### src/rtl/mcd_pkg.sv
package mcd_pkg;
    localparam int REG_W  = 8;
    localparam int ADDR_W = 2;

    typedef enum logic [ADDR_W-1:0] {
        ADDR_CTRL = 2'd0,
        ADDR_STAT = 2'd1,
        ADDR_CMD  = 2'd2,
        ADDR_NONE = 2'd3
    } reg_addr_e;

    // control word, bit 0 is cts_gate
    typedef struct packed {
        logic [1:0] spare;
        logic       mask_dcd;
        logic       mask_cts;
        logic       sync_mode;
        logic       loop_mode;
        logic       dcd_gate;
        logic       cts_gate;
    } ctrl_t;

    localparam int STAT_CTS_CLR = 2;
    localparam int STAT_DCD_CLR = 3;
    localparam int CMD_ASSERT   = 0;
    localparam int CMD_NEGATE   = 1;

    function automatic logic [REG_W-1:0] pack_status(
        input logic cts_a, input logic dcd_a,
        input logic cts_c, input logic dcd_c, input logic lc);
        return {3'b000, lc, dcd_c, cts_c, dcd_a, cts_a};
    endfunction
endpackage

### src/rtl/mcd_pin_sync.sv
module mcd_pin_sync #(
    parameter int   STAGES  = 2,
    parameter logic RST_VAL = 1'b1
) (
    input  logic clk,
    input  logic rst,
    input  logic pin,
    output logic level,
    output logic change
);
    logic [STAGES-1:0] chain;
    logic              prev;

    generate
        for (genvar i = 0; i < STAGES; i++) begin : g_stage
            always_ff @(posedge clk) begin
                if (rst) chain[i] <= RST_VAL;
                else if (i == 0) chain[i] <= pin;
                else chain[i] <= chain[(i > 0) ? i-1 : 0];
            end
        end
    endgenerate

    always_ff @(posedge clk) begin
        if (rst) prev <= RST_VAL;
        else     prev <= chain[STAGES-1];
    end

    assign level  = chain[STAGES-1];
    assign change = level ^ prev;

    // a reported change must be followed by a stable-looking prev
    p_change_tracks_r3: assert property (@(posedge clk) disable iff (rst)
        change |=> (prev == $past(level)));
endmodule

### src/rtl/mcd_regs.sv
module mcd_regs
    import mcd_pkg::*;
(
    input  logic             clk,
    input  logic             rst,
    input  logic             we,
    input  logic [ADDR_W-1:0] addr,
    input  logic [REG_W-1:0] wdata,
    input  logic             cts_change,
    input  logic             dcd_change,
    input  logic             dcd_fall,
    output ctrl_t            ctrl,
    output logic             cts_chg,
    output logic             dcd_chg,
    output logic             lc_state,
    output logic             sync_strobe,
    output logic             irq
);
    logic wr_ctrl, wr_stat, wr_cmd;
    logic clr_cts, clr_dcd;

    assign wr_ctrl = we && (reg_addr_e'(addr) == ADDR_CTRL);
    assign wr_stat = we && (reg_addr_e'(addr) == ADDR_STAT);
    assign wr_cmd  = we && (reg_addr_e'(addr) == ADDR_CMD);
    assign clr_cts = wr_stat && wdata[STAT_CTS_CLR];
    assign clr_dcd = wr_stat && wdata[STAT_DCD_CLR];

    always_ff @(posedge clk) begin
        if (rst) begin
            ctrl        <= '0;
            cts_chg     <= 1'b0;
            dcd_chg     <= 1'b0;
            lc_state    <= 1'b0;
            sync_strobe <= 1'b0;
        end else begin
            if (wr_ctrl) ctrl <= ctrl_t'(wdata);
            // a new transition wins over a simultaneous clear
            cts_chg <= (cts_change && !ctrl.loop_mode) || (cts_chg && !clr_cts);
            dcd_chg <= dcd_change || (dcd_chg && !clr_dcd);
            if (wr_cmd) begin
                if (wdata[CMD_NEGATE])      lc_state <= 1'b0;
                else if (wdata[CMD_ASSERT]) lc_state <= 1'b1;
            end
            sync_strobe <= dcd_fall && ctrl.sync_mode;
        end
    end

    assign irq = (cts_chg && ctrl.mask_cts) || (dcd_chg && ctrl.mask_dcd);

    p_edge_sets_flag_r3: assert property (@(posedge clk) disable iff (rst)
        dcd_change |=> dcd_chg);
    p_flag_holds_r4: assert property (@(posedge clk) disable iff (rst)
        (cts_chg && !clr_cts) |=> cts_chg);
    p_lc_only_by_cmd_r8: assert property (@(posedge clk) disable iff (rst)
        !wr_cmd |=> $stable(lc_state));
    p_loop_blocks_cts_r9: assert property (@(posedge clk) disable iff (rst)
        (ctrl.loop_mode && !cts_chg) |=> !cts_chg);
    p_strobe_single_r10: assert property (@(posedge clk) disable iff (rst)
        sync_strobe |=> !sync_strobe);
    p_irq_needs_flag_r5: assert property (@(posedge clk) disable iff (rst)
        irq |-> (cts_chg || dcd_chg));
endmodule

### src/rtl/modem_ctl_detect.sv
module modem_ctl_detect
    import mcd_pkg::*;
#(
    parameter int SYNC_STAGES = 2
) (
    input  logic              clk,
    input  logic              rst,
    input  logic              cts_n_in,
    input  logic              dcd_n_in,
    input  logic              reg_we,
    input  logic [ADDR_W-1:0] reg_addr,
    input  logic [REG_W-1:0]  reg_wdata,
    output logic [REG_W-1:0]  reg_rdata,
    output logic              irq,
    output logic              tx_en,
    output logic              rx_en,
    output logic              lc_n_out,
    output logic              lc_oe,
    output logic              sync_strobe
);
    logic  cts_lvl, cts_change, dcd_lvl, dcd_change;
    logic  cts_asserted, dcd_asserted, dcd_fall;
    logic  cts_chg, dcd_chg, lc_state;
    ctrl_t ctrl;

    mcd_pin_sync #(.STAGES(SYNC_STAGES), .RST_VAL(1'b1)) u_cts_sync (
        .clk(clk), .rst(rst), .pin(cts_n_in), .level(cts_lvl), .change(cts_change));
    mcd_pin_sync #(.STAGES(SYNC_STAGES), .RST_VAL(1'b1)) u_dcd_sync (
        .clk(clk), .rst(rst), .pin(dcd_n_in), .level(dcd_lvl), .change(dcd_change));

    assign cts_asserted = !cts_lvl;
    assign dcd_asserted = !dcd_lvl;
    assign dcd_fall     = dcd_change && !dcd_lvl;

    mcd_regs u_regs (
        .clk(clk), .rst(rst), .we(reg_we), .addr(reg_addr), .wdata(reg_wdata),
        .cts_change(cts_change), .dcd_change(dcd_change), .dcd_fall(dcd_fall),
        .ctrl(ctrl), .cts_chg(cts_chg), .dcd_chg(dcd_chg), .lc_state(lc_state),
        .sync_strobe(sync_strobe), .irq(irq));

    always_comb begin
        case (reg_addr_e'(reg_addr))
            ADDR_CTRL: reg_rdata = ctrl;
            ADDR_STAT: reg_rdata = pack_status(cts_asserted, dcd_asserted,
                                               cts_chg, dcd_chg, lc_state);
            default:   reg_rdata = '0;
        endcase
    end

    assign tx_en    = !(ctrl.cts_gate && !ctrl.loop_mode) || cts_asserted;
    assign rx_en    = !(ctrl.dcd_gate && !ctrl.sync_mode) || dcd_asserted;
    assign lc_oe    = ctrl.loop_mode;
    assign lc_n_out = !(ctrl.loop_mode && lc_state);

    p_oe_from_ctrl_write_r8: assert property (@(posedge clk) disable iff (rst)
        $rose(lc_oe) |-> $past(reg_we && reg_addr == 2'd0 && reg_wdata[2]));
    p_rx_block_needs_gate_r7: assert property (@(posedge clk) disable iff (rst)
        !rx_en |-> (ctrl.dcd_gate && !dcd_asserted));
    p_tx_open_in_loop_r6: assert property (@(posedge clk) disable iff (rst)
        lc_oe |-> tx_en);
endmodule

### config.mk
export PLATFORM = sky130hd
export DESIGN_NAME = modem_ctl_detect
export DESIGN_NICKNAME = d
export VERILOG_FILES = /design/src/rtl/mcd_pkg.sv /design/src/rtl/mcd_pin_sync.sv /design/src/rtl/mcd_regs.sv /design/src/rtl/modem_ctl_detect.sv
export SDC_FILE = /design/constraint.sdc
export NUM_CORES = 1
export LEC_CHECK = 0
export ABC_AREA = 1
export BUFFER_PORTS_ARGS = -buffer_cell sky130_fd_sc_hd__buf_4
export CORE_UTILIZATION = 46
export DETAILED_ROUTE_END_ITERATION = 10
export PLACE_DENSITY_LB_ADDON = 0.08
export SYNTH_ARGS = -nofsm -noshare
export SYNTH_HDL_FRONTEND = slang
export SYNTH_SLANG_ARGS = --single-unit
### constraint.sdc
create_clock -name clk -period 0.9 [get_ports clk]
set_input_delay 0.09 -clock clk [delete_from_list [all_inputs] [get_ports clk]]
set_output_delay 0.09 -clock clk [all_outputs]
set_load 0.02 [all_outputs]
Word level (Yosys, flattened, before mapping)
Cells that the tools add are included.
Widths: inputs -> output; s select.
{"block": "word_totals", "wordCells": 56, "ff_bits": 18, "output_inout_bits": 14, "inputBits": 15}
{"block": "op_classes", "eq_ne": 2, "n_bitwise": 2, "n_mux": 3, "reduce_logical": 32}
{"cell": "$pmux 8 s2", "count": 1}
{"cell": "$logic_and 1x1->1", "count": 15}
{"cell": "$logic_not 1->1", "count": 9}
{"cell": "$logic_or 1x1->1", "count": 5}
{"cell": "$eq 2x1->1 const B", "count": 1}
{"cell": "$eq 2x2->1 const B", "count": 1}
{"cell": "$logic_not 2->1", "count": 1}
{"cell": "$mux 1", "count": 2}
{"cell": "$reduce_and 2->1", "count": 1}
{"cell": "$reduce_bool 2->1", "count": 1}
{"cell": "$xor 1x1->1", "count": 2}

Depth between registers and ports, before layout
{"block": "depth", "depth_word": 6, "mapped_depth": 5, "ltp_nobuf": 5}

Hierarchy
A second synthesis with hierarchy kept.
{"block": "hier_totals", "cells_unflattened": 113, "area_unflattened_um2": 793.3}
{"module": "mcd_regs", "seq_area_each_um2": 240.2, "area_per_inst_um2": 460.4, "n_inst": 1, "cells_each": 58}
{"module": "mcd_pin_sync", "seq_area_each_um2": 60.1, "area_per_inst_um2": 97.6, "n_inst": 2, "cells_each": 11}
{"module": "modem_ctl_detect", "seq_area_each_um2": 0.0, "area_per_inst_um2": 137.6, "n_inst": 1, "cells_each": 33}

Worst setup path before layout
OpenSTA, ideal clock, no wires.
{"block": "synth_timing", "path_kind": "register -> output", "from": "register, netlist name u_regs.ctrl[2]", "to": "output port reg_rdata[2]", "required_time_ns": 0.810, "stages_incl_launch_ff": 3, "n_path_buf": 0, "t_arrival_ns": 0.923, "setup_slack_ns": -0.113, "path_cell_list": "dfxtp_1 inv_1 o22ai_1"}
{"block": "synth_between", "elab_chain_len": 1}
{"item": "$pmux 8 s2", "line_no": "modem_ctl_detect.sv:42", "text": "case (reg_addr_e'(reg_addr))"}
{"item": "end: declaration", "line_no": "modem_ctl_detect.sv:13", "text": "output logic [REG_W-1:0] reg_rdata,"}
Every way passes these cells.

Worst setup path after layout
{"block": "layout_timing", "from": "register u_regs.dcd_chg", "to": "output port reg_rdata[3]"}
{"block": "layout_between", "elab_chain_len": 1}
{"item": "start: declaration", "line_no": "mcd_regs.sv:14", "text": "output logic dcd_chg,"}
{"item": "start signal: assignment", "line_no": "mcd_regs.sv:39", "text": "dcd_chg <= dcd_change || (dcd_chg && !clr_dcd);"}
{"item": "$pmux 8 s2", "line_no": "modem_ctl_detect.sv:42"}
Every way passes these cells.

==> impl_metrics.toml <==
[timing]
slew_viol_final = 0
min_period_ns = 1.09
setup_viol = 13
fin_ws_ns = -0.191
clock.fmax_mhz = 916
max-slew-margin-rel = 0.778
worst_slew_pin_slew_ns = 0.333
rsz0062_at_grt = "yes"
skew_ns = 0.000410
min_period_over_period = 1.21
final-hold-violation-count = 0

[place]
dp_cells = 143
dp_hpwl_um = 1240
place_congestion = 0.776
port_buffers = 28
pre_cts_slack_ns = -0.0270

[clocking]
cts_max_level = 1
cts_buffers = 3
cts_tree = "yes"
root_buffer = "clkbuf_4"
clock_latency_ns = 0.29
cts.sinks = 18
clk_pin_slew_ns = 0.11
cts_buffer_depth = 2

[synth]
yosysSeqAreaShare = 0.484
ys_warn_count = 0
synthesis.area_um2 = 744
syn_inst = 99
ys_ff_latch = 18
syn-num-nets = 115
syn_area_per_cell_um2 = 7.52
yosysUniqueCellTypes = 16

[route]
dr.pass1.iters = 4
drt_wl_total_um = 2030
antenna_left = 0
drc = 0
drt-initial-drc-count = 26
vias = 812
via_per_inst = 5.08
wire_per_inst_um = 12.7

[worst_setup_path]
cp-start-kind = "flop"
r2r-start = "u_dcd_sync.level"
crit_chain = "inv_2, o22ai_2, buf_6"
required_ns = 0.81
max_stage_delay_ns = 0.35
path_class = "reg2out"
cp_slowest_cell = "dfxtp_2"
worst-endpoint-arrival_ns = 1.00
crit_start = "u_regs.dcd_chg"
crit_path_max_fanout = 2
cp-end-kind = "output port"

[power_and_ir_drop]
p_per_area_mw_per_mm2 = 1350
vdd_drop_max_uv = 1210
p_leak_nw = 0.578

[die]
initial_utilization = 0.494
die_area_mm2 = 0.00178
ios = 29
fp-row-count = 14
die_x_um = 42.2
die_y_um = 42.2
core_mm2 = 0.00151

[hold_path]
hold_class = "in2reg"
hp-start = "rst"

[global_route]
track_usage = 0.222
antenna_found_initial = 0
grt_overflow = 0
grt_max_degree = 12
grt_pass1_vias = 745
grt_pass1_wl_um = 3040

[finish]
diodes = 0
fin_cells = 160
drive_gt1_frac = 0.583
nets = 161
nFillCells = 97
area_delta_synth_final_pct = 69.2
final_core_util = 0.836

[outcome]
outcome = "finished, violations left"
failed_checks = "negative setup slack"

[job]
cap_viol_max_count = 0
==> path summary, 6_finish.rpt <==
kind | endpoint | slack [ns] | cells past startpoint
worst max-delay path | reg_rdata[3] | -0.19 | 3
worst min-delay path | u_dcd_sync.chain[0] | 0.01 | 2
worst max register to register | u_regs.dcd_chg | -0.02 | 4
worst min register to register | u_dcd_sync.level | 0.43 | 1
==> layout make-up <==
class	instances	area, µm²	area share
repair buffers	42	368	0.292
inverters	17	73.8	0.0586
flip-flops and latches	18	382	0.303
multi-input cells	63	380	0.302
well taps	16	20.0	0.0159
clock buffers	4	36.3	0.0288
==> synthesized netlist by cell type <==
cell type | n | share of area
ha_1 | 1 | 0.017
nand3_1 | 3 | 0.020
or2_2 | 4 | 0.034
nor2_1 | 20 | 0.10
nand4_1 | 4 | 0.034
o22ai_1 | 4 | 0.034
o21ai_0 | 8 | 0.054
nand2_1 | 12 | 0.060
nand2_4 | 1 | 0.015
nor2_4 | 1 | 0.015
a21oi_1 | 3 | 0.020
o21ai_1 | 2 | 0.013
clkbuf_2 | 1 | 0.0067
dfxtp_1 | 18 | 0.48
clkinv_4 | 1 | 0.012
inv_1 | 16 | 0.081
==> report_power, final <==
group | switching, mW | internal [mW]
logic | 0.161 | 0.165
registers | 0.0285 | 0.836
clock network | 0.266 | 0.247
total | 0.456 | 1.25
==> metrics by stage <==
step	instance area, µm²	hold WS [ns]	TNS (ns)	total power [mW]
floorplan	751	0.159	0	0.995
global placement	983	0.277	-0.0249	1.11
detailed placement	983	0.280	-0.0389	1.11
CTS	1140	0.0151	-1.55	1.64
global route	1260	0.0153	-2.13	1.76
finish	1260	0.0123	-1.64	1.70
==> cells by family (layout without fill, tap and decap cells) <==
logic type | after synthesis | in the layout | share of synthesized area
AOI/OAI and AO/OA | 17 | 17 | 0.121
adders and majority gates | 1 | 1 | 0.0168
buffers and inverters | 18 | 63 | 0.0992
DFF | 18 | 18 | 0.484
and+or+nand+nor | 45 | 45 | 0.279
==> registers in the layout, indices dropped and copies added, names as in the netlist <==
register and flops:
u_regs.cts_chg 1, u_dcd_sync.chain 1, u_cts_sync.prev 1, u_regs.sync_strobe 1
u_regs.ctrl 8, u_dcd_sync.prev 1, u_cts_sync.chain 1, u_cts_sync.level 1
u_regs.lc_state 1, u_regs.dcd_chg 1, u_dcd_sync.level 1
==> per-layer routing <==
metal | GRT usage | vias to the layer above | wire length, µm
met1 | 0.266 | 377 | 877
met3 | 0.0345 | 6 | 77
li1 | - | 406 | -
met4 | 0.113 | 0 | 37
met5 | 0 | - | 0
met2 | 0.382 | 23 | 1040
==> cells in the final DEF (no fill, tap or decap) <==
cell type      netlist  layout
inv_4                0       2
nand2_1             12      10
nor2_4               1       1
a21oi_1              3       2
buf_4                0      27
a21oi_2              0       1
nor2_1              20      20
ha_4                 0       1
inv_2                0       7
dfxtp_4              0       2
clkinv_4             1       1
dlygate4sd3_1        0       3
clkbuf_4             0       3
nand2_2              0       1
o21ai_0              8       6
nand3_2              0       3
or2_2                4       4
o22ai_2              0       4
o21ai_2              0       1
o21ai_1              2       3
nand4_1              4       4
dfxtp_1             18       5
buf_6                0      12
inv_1               16       7
nand2_4              1       2
dfxtp_2              0      11
clkbuf_8             0       1
==> repair_timing <==
item,in CTS,in global routing
pin swaps,9,5
gates resized for setup,31,21
endpoints found under the hold margin,5,0
setup endpoints to repair,14,14
hold buffers,3,0
setup buffers,5,5
==> critical path, delay by kind of cell, from the launching register on <==
kind | cells | cell delay, ns
flops | 1 | 0.35
buf+inv | 2 | 0.19
compound gates | 1 | 0.16
Note: power is estimated with default switching activity, not from simulation.
